==> src/rtl/dsq_pkg.sv <==
`timescale 1ns/1ps
package dsq_pkg;
  localparam int WORD_W    = 32;
  localparam int CNT_LSB   = 4;
  localparam int CNT_W     = 10;
  localparam int BURST_BIT = 3;
  localparam int NWORDS    = 3;

  localparam logic [2:0] MD_STOP    = 3'd0;
  localparam logic [2:0] MD_BASIC   = 3'd1;
  localparam logic [2:0] MD_AUTO    = 3'd2;
  localparam logic [2:0] MD_PP      = 3'd3;
  localparam logic [2:0] MD_MSG     = 3'd4;
  localparam logic [2:0] MD_MSG_ALT = 3'd5;
  localparam logic [2:0] MD_PSG     = 3'd6;
  localparam logic [2:0] MD_PSG_ALT = 3'd7;

  typedef enum logic [2:0] {ACT_END, ACT_LAST, ACT_PP, ACT_COPY, ACT_TASK} act_e;

  typedef enum logic [3:0] {
    S_IDLE, S_RD_REQ, S_RD_WAIT, S_DECIDE, S_RUN, S_WAIT_ENG,
    S_WB, S_CP_RD, S_CP_WR, S_CP_UPD, S_FINISH
  } st_e;

  // control word with its mode field forced to stop
  function automatic logic [WORD_W-1:0] stop_word(input logic [WORD_W-1:0] c);
    return {c[WORD_W-1:3], 3'b000};
  endfunction

  // primary control word after one four-word task fetch
  function automatic logic [WORD_W-1:0] fetch_update(input logic [WORD_W-1:0] c);
    logic [CNT_W-1:0] n1;
    n1 = c[CNT_LSB +: CNT_W];
    if (n1 <= CNT_W'(3))
      return {c[WORD_W-1:CNT_LSB+CNT_W], {CNT_W{1'b0}}, c[BURST_BIT], 3'b000};
    else
      return {c[WORD_W-1:CNT_LSB+CNT_W], n1 - CNT_W'(4), c[CNT_LSB-1:0]};
  endfunction

  // word k of the current task entry, counted back from the list end
  function automatic logic [WORD_W-1:0] task_src_addr(input logic [WORD_W-1:0] src_end,
                                                      input logic [CNT_W-1:0] n1,
                                                      input logic [1:0] k);
    logic [WORD_W-1:0] back;
    back = {{(WORD_W-CNT_W){1'b0}}, n1} - {{(WORD_W-2){1'b0}}, k};
    return src_end - (back << 2);
  endfunction

  // word k of the four-word alternate slot ending at dst_end
  function automatic logic [WORD_W-1:0] task_dst_addr(input logic [WORD_W-1:0] dst_end,
                                                      input logic [1:0] k);
    return dst_end - WORD_W'(12) + {{(WORD_W-4){1'b0}}, k, 2'b00};
  endfunction
endpackage

==> src/rtl/dsq_mode_dec.sv <==
`timescale 1ns/1ps
module dsq_mode_dec
  import dsq_pkg::*;
(
  input  logic [2:0] mode,
  input  logic       sel,
  output act_e       act
);
  always_comb begin
    case (mode)
      MD_BASIC, MD_AUTO:     act = ACT_LAST;
      MD_PP:                 act = ACT_PP;
      MD_MSG, MD_PSG:        act = sel ? ACT_END  : ACT_COPY;
      MD_MSG_ALT, MD_PSG_ALT: act = sel ? ACT_TASK : ACT_END;
      default:               act = ACT_END;
    endcase
  end
endmodule

==> src/rtl/dsq_addr_gen.sv <==
`timescale 1ns/1ps
module dsq_addr_gen
  import dsq_pkg::*;
#(
  parameter int CH_W = 5
) (
  input  logic [WORD_W-1:CH_W+5] base,
  input  logic [CH_W-1:0]        ch,
  input  logic                   sel,
  input  logic [1:0]             widx,
  input  logic [WORD_W-1:0]      src_end,
  input  logic [WORD_W-1:0]      dst_end,
  input  logic [CNT_W-1:0]       n1,
  input  logic [1:0]             k,
  output logic [WORD_W-1:0]      rd_addr,
  output logic [WORD_W-1:0]      ctl_addr,
  output logic [WORD_W-1:0]      cp_src,
  output logic [WORD_W-1:0]      cp_dst
);
  assign rd_addr  = {base, sel, ch, widx, 2'b00};
  assign ctl_addr = {base, sel, ch, 2'd2, 2'b00};
  assign cp_src   = task_src_addr(src_end, n1, k);
  assign cp_dst   = task_dst_addr(dst_end, k);
endmodule

==> src/rtl/dsq_desc_buf.sv <==
`timescale 1ns/1ps
module dsq_desc_buf
  import dsq_pkg::*;
#(
  parameter int NW = NWORDS
) (
  input  logic                      clk,
  input  logic                      rst_n,
  input  logic                      cap_en,
  input  logic [1:0]                cap_idx,
  input  logic [WORD_W-1:0]         cap_data,
  output logic [NW-1:0][WORD_W-1:0] words
);
  for (genvar i = 0; i < NW; i++) begin : g_word
    always_ff @(posedge clk or negedge rst_n) begin
      if (!rst_n)                              words[i] <= '0;
      else if (cap_en && (cap_idx == 2'(i)))   words[i] <= cap_data;
    end
  end
endmodule

==> src/rtl/chan_desc_seq.sv <==
`timescale 1ns/1ps
module chan_desc_seq
  import dsq_pkg::*;
#(
  parameter int CH_W = 5
) (
  input  logic                   clk,
  input  logic                   rst_n,
  input  logic [WORD_W-1:CH_W+5] tbl_base,
  input  logic                   start,
  input  logic [CH_W-1:0]        start_chan,
  input  logic                   start_alt,
  output logic                   busy,
  output logic                   seq_done,
  output logic                   mem_req,
  output logic                   mem_we,
  output logic [WORD_W-1:0]      mem_addr,
  output logic [WORD_W-1:0]      mem_wdata,
  input  logic [WORD_W-1:0]      mem_rdata,
  output logic                   eng_start,
  output logic [WORD_W-1:0]      eng_src,
  output logic [WORD_W-1:0]      eng_dst,
  output logic [WORD_W-1:0]      eng_ctrl,
  output logic                   eng_alt,
  output logic                   eng_burst_only,
  input  logic                   eng_done
);
  localparam logic [1:0] LAST_W = 2'(NWORDS - 1);

  st_e              st;
  act_e             act_now, act_q;
  logic             sel;
  logic [CH_W-1:0]  ch_q;
  logic [1:0]       widx, k;
  logic             sg_q, burst_q;
  logic [NWORDS-1:0][WORD_W-1:0] dw;
  logic [WORD_W-1:0] rd_addr, ctl_addr, cp_src, cp_dst;

  // named internal events
  logic eng_wait, task_run, wb_fire, cap_fire;
  assign eng_wait = (st == S_WAIT_ENG);
  assign task_run = (act_q == ACT_TASK);
  assign wb_fire  = (st == S_WB);
  assign cap_fire = (st == S_RD_WAIT);

  dsq_desc_buf #(.NW(NWORDS)) u_buf (
    .clk(clk), .rst_n(rst_n), .cap_en(cap_fire), .cap_idx(widx),
    .cap_data(mem_rdata), .words(dw)
  );

  dsq_mode_dec u_dec (.mode(dw[2][2:0]), .sel(sel), .act(act_now));

  dsq_addr_gen #(.CH_W(CH_W)) u_addr (
    .base(tbl_base), .ch(ch_q), .sel(sel), .widx(widx),
    .src_end(dw[0]), .dst_end(dw[1]), .n1(dw[2][CNT_LSB +: CNT_W]), .k(k),
    .rd_addr(rd_addr), .ctl_addr(ctl_addr), .cp_src(cp_src), .cp_dst(cp_dst)
  );

  always_ff @(posedge clk or negedge rst_n) begin
    if (!rst_n) begin
      st <= S_IDLE; act_q <= ACT_END; sel <= 1'b0; ch_q <= '0;
      widx <= '0; k <= '0; sg_q <= 1'b0; burst_q <= 1'b0;
    end else begin
      case (st)
        S_IDLE: if (start) begin
          sel <= start_alt; ch_q <= start_chan; widx <= '0;
          sg_q <= 1'b0; burst_q <= 1'b0; st <= S_RD_REQ;
        end
        S_RD_REQ:  st <= S_RD_WAIT;
        S_RD_WAIT: begin
          if (widx == LAST_W) st <= S_DECIDE;
          else begin widx <= widx + 2'd1; st <= S_RD_REQ; end
        end
        S_DECIDE: begin
          act_q <= act_now;
          case (act_now)
            ACT_END:  st <= S_FINISH;
            ACT_COPY: begin
              k <= '0; sg_q <= 1'b1; burst_q <= dw[2][BURST_BIT]; st <= S_CP_RD;
            end
            default:  st <= S_RUN;
          endcase
        end
        S_RUN:      st <= S_WAIT_ENG;
        S_WAIT_ENG: if (eng_done) st <= S_WB;
        S_WB: begin
          widx <= '0;
          case (act_q)
            ACT_PP:   begin sel <= ~sel; st <= S_RD_REQ; end
            ACT_TASK: begin sel <= 1'b0; st <= S_RD_REQ; end
            default:  st <= S_FINISH;
          endcase
        end
        S_CP_RD: st <= S_CP_WR;
        S_CP_WR: begin
          if (k == 2'd3) st <= S_CP_UPD;
          else begin k <= k + 2'd1; st <= S_CP_RD; end
        end
        S_CP_UPD: begin sel <= 1'b1; widx <= '0; st <= S_RD_REQ; end
        S_FINISH: st <= S_IDLE;
        default:  st <= S_IDLE;
      endcase
    end
  end

  always_comb begin
    mem_req = 1'b0; mem_we = 1'b0; mem_addr = rd_addr; mem_wdata = '0;
    case (st)
      S_RD_REQ: mem_req = 1'b1;
      S_CP_RD:  begin mem_req = 1'b1; mem_addr = cp_src; end
      S_CP_WR:  begin mem_req = 1'b1; mem_we = 1'b1; mem_addr = cp_dst; mem_wdata = mem_rdata; end
      S_WB:     begin mem_req = 1'b1; mem_we = 1'b1; mem_addr = ctl_addr; mem_wdata = stop_word(dw[2]); end
      S_CP_UPD: begin mem_req = 1'b1; mem_we = 1'b1; mem_addr = ctl_addr; mem_wdata = fetch_update(dw[2]); end
      default:  ;
    endcase
  end

  assign busy           = (st != S_IDLE);
  assign seq_done       = (st == S_FINISH);
  assign eng_start      = (st == S_RUN);
  assign eng_src        = dw[0];
  assign eng_dst        = dw[1];
  assign eng_ctrl       = dw[2];
  assign eng_alt        = sel;
  assign eng_burst_only = sg_q & burst_q & (act_q == ACT_LAST);

  AST_START_PULSE: assert property (@(posedge clk) disable iff (!rst_n) eng_start |=> !eng_start);
  AST_QUIET_WAIT: assert property (@(posedge clk) disable iff (!rst_n) eng_wait |-> !mem_req);
  AST_WB_AFTER_DONE: assert property (@(posedge clk) disable iff (!rst_n) (eng_wait && eng_done) |=> (mem_req && mem_we));
  AST_DONE_DROPS: assert property (@(posedge clk) disable iff (!rst_n) seq_done |=> !busy);
  AST_TASK_ON_ALT: assert property (@(posedge clk) disable iff (!rst_n) (eng_start && task_run) |-> eng_alt);
  AST_WB_STOPS: assert property (@(posedge clk) disable iff (!rst_n) wb_fire |=> !eng_start);
endmodule

==> config.mk <==
export PLATFORM = sky130hd
export DESIGN_NAME = chan_desc_seq
export DESIGN_NICKNAME = d
export VERILOG_FILES = /design/src/rtl/dsq_pkg.sv /design/src/rtl/dsq_mode_dec.sv /design/src/rtl/dsq_addr_gen.sv /design/src/rtl/dsq_desc_buf.sv /design/src/rtl/chan_desc_seq.sv
export SDC_FILE = /design/constraint.sdc
export NUM_CORES = 1
export LEC_CHECK = 0
export BUFFER_PORTS_ARGS = -buffer_cell sky130_fd_sc_hd__buf_4
export CORE_MARGIN = 5
export CORE_UTILIZATION = 59
export CTS_CLUSTER_DIAMETER = 50
export CTS_CLUSTER_SIZE = 24
export DETAILED_ROUTE_END_ITERATION = 10
export GPL_TIMING_DRIVEN = 1
export PLACE_DENSITY = 0.88
export SLEW_MARGIN = 10
export SYNTH_ARGS = -nofsm -noshare
export SYNTH_HDL_FRONTEND = slang
export SYNTH_SLANG_ARGS = --single-unit
==> constraint.sdc <==
create_clock -name clk -period 8.5 [get_ports clk]
set_input_delay 0.425 -clock clk [delete_from_list [all_inputs] [get_ports clk]]
set_output_delay 0.425 -clock clk [all_outputs]
set_load 0.05 [all_outputs]
==> flow_summary.html <==
<table>
<tr><th>Metric</th><th>Value</th></tr>
<tr><th colspan="2">Critical path</th></tr>
<tr><td>Critical path buffer and inverter count</td><td>2</td></tr>
<tr><td>Worst-path cell with the longest stage delay</td><td>or3_1</td></tr>
<tr><td>Start-to-end type of the worst setup path</td><td>reg2out</td></tr>
<tr><td>CP Launch Point</td><td>u_buf.words[70]$_DFFE_PN0P_</td></tr>
<tr><td>Crit path max-delay family</td><td>simple AND/OR/NAND/NOR gates</td></tr>
<tr><td>Longest individual stage delay on the worst path</td><td>700 ps</td></tr>
<tr><td>Logic depth of the worst register-to-register path</td><td>5</td></tr>
<tr><td>Max Fanout on Critical Path</td><td>20</td></tr>
<tr><td>WP data arrival</td><td>5330 ps</td></tr>
<tr><td>Register-to-register setup slack</td><td>5390 ps</td></tr>
<tr><td>Category of the worst setup path launch point</td><td>register</td></tr>
<tr><td>Count of cell instances traversed by the critical path</td><td>17</td></tr>
<tr><td>Data required, critical path</td><td>8080 ps</td></tr>
<tr><td>Reg-to-reg startpoint</td><td>st[1]$_DFFE_PN0P_</td></tr>
<tr><td>CP Capture Point</td><td>mem_addr[30]</td></tr>
<tr><td>Worst r2r dst</td><td>u_buf.words[79]$_DFFE_PN0P_</td></tr>
<tr><td>Ordered cell list for the critical path</td><td>inv_1, ha_1, nand2_1, nor3_1, nand2_1, or3_1, ha_1, a21oi_1, and2b_2, a41o_2, o31ai_2, a31oi_2, a311o_2, nand4_2, mux2_4, o211ai_2, buf_4</td></tr>
<tr><td>Category of the worst setup path capture point</td><td>output port</td></tr>
<tr><th colspan="2">Min path</th></tr>
<tr><td>Min-delay worst type</td><td>in2async</td></tr>
<tr><th colspan="2">Synth</th></tr>
<tr><td>Synthesized flop and latch total</td><td>115</td></tr>
<tr><td>Proportion of synthesized flip-flops having asynchronous set or reset</td><td>100%</td></tr>
<tr><td>Number of distinct library cells after synthesis</td><td>76</td></tr>
<tr><td>Post-Syn Area per Cell</td><td>9.28 um2</td></tr>
<tr><td>Dominant register cell in the synthesized netlist</td><td>dfrtp_1</td></tr>
<tr><td>Synthesis warning total</td><td>0</td></tr>
<tr><td>Post-synthesis instance total</td><td>961</td></tr>
<tr><td>Syn_nets</td><td>1,095</td></tr>
<tr><td>Sequential share of the synthesized area</td><td>32.3%</td></tr>
<tr><td>Post-synthesis instance area</td><td>8920 um2</td></tr>
<tr><td>Number of enable flip-flop cells after synthesis</td><td>0</td></tr>
<tr><th colspan="2">STA</th></tr>
<tr><td>Setup repair after global routing missed its margin</td><td>no</td></tr>
<tr><td>Headroom to the max-slew limit</td><td>21.7%</td></tr>
<tr><td>Finish-stage setup viols</td><td>0</td></tr>
<tr><td>Final-report hold violation count</td><td>5</td></tr>
<tr><td>Setup total negative slack</td><td>0 ps</td></tr>
<tr><td>Highest achievable clock rate</td><td>0.174 GHz</td></tr>
<tr><td>Crit share post-route</td><td>67.7%</td></tr>
<tr><td>Clock skew after layout</td><td>5.88 ps</td></tr>
<tr><td>Worst-case hold slack</td><td>-10.5 ps</td></tr>
<tr><td>Final Max Tran Viols</td><td>0</td></tr>
<tr><td>Actual slew at the worst max-slew pin</td><td>1170 ps</td></tr>
<tr><td>Minimum clock period after layout</td><td>5750 ps</td></tr>
<tr><td>Setup ws final</td><td>2750 ps</td></tr>
<tr><th colspan="2">Global routing</th></tr>
<tr><td>Maximum number of pins on one net before global-route repair</td><td>72</td></tr>
<tr><td>Vias in the first global route</td><td>8,677</td></tr>
<tr><td>GRT Util Overall</td><td>31.3%</td></tr>
<tr><td>Number of antenna violations at the first check in global routing</td><td>0</td></tr>
<tr><td>Wire length of the first global-routing pass</td><td>44,600 um</td></tr>
<tr><td>Total gr overflow</td><td>0</td></tr>
<tr><th colspan="2">Final layout</th></tr>
<tr><td>Footprint of the multi-input gates</td><td>5640 um2</td></tr>
<tr><td>FF+latch area</td><td>2880 um2</td></tr>
<tr><td>Number of nets in the layout</td><td>1,308</td></tr>
<tr><td>Number of antenna cells inserted</td><td>0</td></tr>
<tr><td>Fill cells</td><td>1,066</td></tr>
<tr><td>Layout cell share with drive strength beyond 1</td><td>32.9%</td></tr>
<tr><td>Post-Route Utilization</td><td>75.6%</td></tr>
<tr><td>Post-synthesis to final-layout area growth</td><td>27.5%</td></tr>
<tr><th colspan="2">Placement</th></tr>
<tr><td>Worst Setup Slack post-DPL</td><td>3230 ps</td></tr>
<tr><td>IO buf count</td><td>230</td></tr>
<tr><td>HPWL after DPL</td><td>20,500 um</td></tr>
<tr><td>Gpl congestion</td><td>0.960</td></tr>
<tr><th colspan="2">Run status</th></tr>
<tr><td>Result of the run</td><td>complete, but fails checks</td></tr>
<tr><td>Failing checks</td><td>negative hold slack</td></tr>
<tr><th colspan="2">CTS</th></tr>
<tr><td>Count of clock tree sinks</td><td>115</td></tr>
<tr><td>CTS H-tree lvls</td><td>4</td></tr>
<tr><td>Number of gates resized after cts</td><td>0</td></tr>
<tr><td>Setup Fix Bufs, Post-CTS</td><td>0</td></tr>
<tr><td>Deepest clock path buffer count</td><td>2</td></tr>
<tr><td>Clock latency reported for the late side of the worst-skew pair</td><td>420 ps</td></tr>
<tr><td>Total clock buffers created by CTS</td><td>17</td></tr>
<tr><td>Hold-fix buffers at CTS</td><td>0</td></tr>
<tr><td>Clock input transition at the sequential cells of the worst setup and hold paths</td><td>60 ps</td></tr>
<tr><td>TritonCTS clock tree</td><td>yes</td></tr>
<tr><td>Cell at the root of the clock tree</td><td>clkbuf_16</td></tr>
<tr><th colspan="2">Floorplanning</th></tr>
<tr><td>Effective utilization at floorplan</td><td>59.3%</td></tr>
<tr><td>Die Span Y</td><td>133 um</td></tr>
<tr><td>Floorplan die area</td><td>17,700 um2</td></tr>
<tr><td># IOs</td><td>231</td></tr>
<tr><td>Floorplan row count</td><td>45</td></tr>
<tr><td>Die width</td><td>133 um</td></tr>
<tr><td>Core Area</td><td>15,000 um2</td></tr>
<tr><th colspan="2">Detailed routing</th></tr>
<tr><td>Count of unresolved DRC violations after routing</td><td>0</td></tr>
<tr><td>Aggregate routed wire length</td><td>28,200 um</td></tr>
<tr><td>Initial detailed-routing violation count</td><td>907</td></tr>
<tr><td>Post-detailed-route via-to-cell ratio</td><td>6.28</td></tr>
<tr><td>Final antenna-violating net count</td><td>0</td></tr>
<tr><td>Drt first pass iters</td><td>7</td></tr>
<tr><td>Per-cell routed wire length</td><td>20.5 um</td></tr>
<tr><td>Number of vias after detailed routing</td><td>8,630</td></tr>
<tr><th colspan="2">Flow run</th></tr>
<tr><td>Number of max-cap violations</td><td>0</td></tr>
</table>
==> through the flow <==
step	instance area [um2]	std cells
floorplan	8920	961
CTS	11400	1375
global placement	10700	1343
global route	11400	1375
detailed placement	10700	1343
finish	11400	1375
==> flip-flops by register name, indices dropped and copies added, names as in the netlist <==
signal       cells
act_q            3
burst_q          1
ch_q             5
eng_alt          1
k                2
sg_q             1
st               4
u_buf.words     96
widx             2
==> cells in the mapped netlist, types with 22 or more instances <==
| cell type | number | area, um2 |
|---|---|---|
| xor2_1 | 22 | 193 |
| a21o_1 | 30 | 225 |
| clkbuf_1 | 28 | 105 |
| nor2_1 | 57 | 214 |
| a21oi_1 | 64 | 320 |
| dfrtp_1 | 115 | 2880 |
| inv_1 | 58 | 218 |
| o21ai_0 | 54 | 270 |
| nand2_1 | 87 | 327 |
| ha_1 | 67 | 838 |
| a22o_1 | 26 | 228 |
| xnor2_1 | 37 | 324 |
| mux2_2 | 96 | 1080 |
==> layer usage <==
metal  vias up  GRT usage, %  wire length (um)
met5         -             0                 0
met3        70          9.24              2690
met1      4146          37.6             10800
li1       3959             -                 -
met2       455          52.7             13700
met4         0          12.4               928
==> cell type report <==
type / instances / area share (%)
Multi-Input combinational cell: 747 / 49.6
Sequential cell: 115 / 25.3
Timing Repair Buffer: 235 / 15.5
Clock buffer: 17 / 3.74
Tap cell: 188 / 2.07
Inverter: 58 / 1.91
Clock inverter: 15 / 1.82
==> worst min path at each step <==
stage / slack, ps / startpoint / end
2_1_floorplan: 130 / rst_n / act_q[0]$_DFFE_PN0P_
3_3_place_gp: 450 / rst_n / u_buf.words[71]$_DFFE_PN0P_
3_5_place_dp: 460 / rst_n / u_buf.words[71]$_DFFE_PN0P_
4_1_cts: 9 / rst_n / u_buf.words[71]$_DFFE_PN0P_
5_1_grt: 40 / rst_n / u_buf.words[71]$_DFFE_PN0P_
6_report: -10 / rst_n / u_buf.words[71]$_DFFE_PN0P_
==> kinds of logic after synthesis <==
kind of cell,count (synthesis),synth area share (%)
buf+inv,99,4.52
compound gates,287,22.6
xor+xnor,59,5.79
fa+ha+maj,70,10.1
flops,115,32.3
simple gates,233,12.4
mux,98,12.4
==> cells in the final DEF, fill, tap and decap left out, drive strengths merged, types with 6 or more instances in the layout <==
cell and instances:
clkbuf 17, a31oi 10, o21ai 55, nand4 6, nand2 87, o21a 11, and3 10, o221ai 9
a211oi 7, a21oi 64, xnor2 37, a22oi 15, buf 235, mux2 97, a211o 7, or3 8
inv 61, o31ai 8, o211ai 9, dfrtp 115, ha 67, a21o 31, a22o 26, nand2b 9
nor3 16, nor2 57, xor2 22, nand3 19
Power is left out: the tool's default activity adds up to more than one toggle a clock period on the data nets, which glitch-free logic cannot reach.
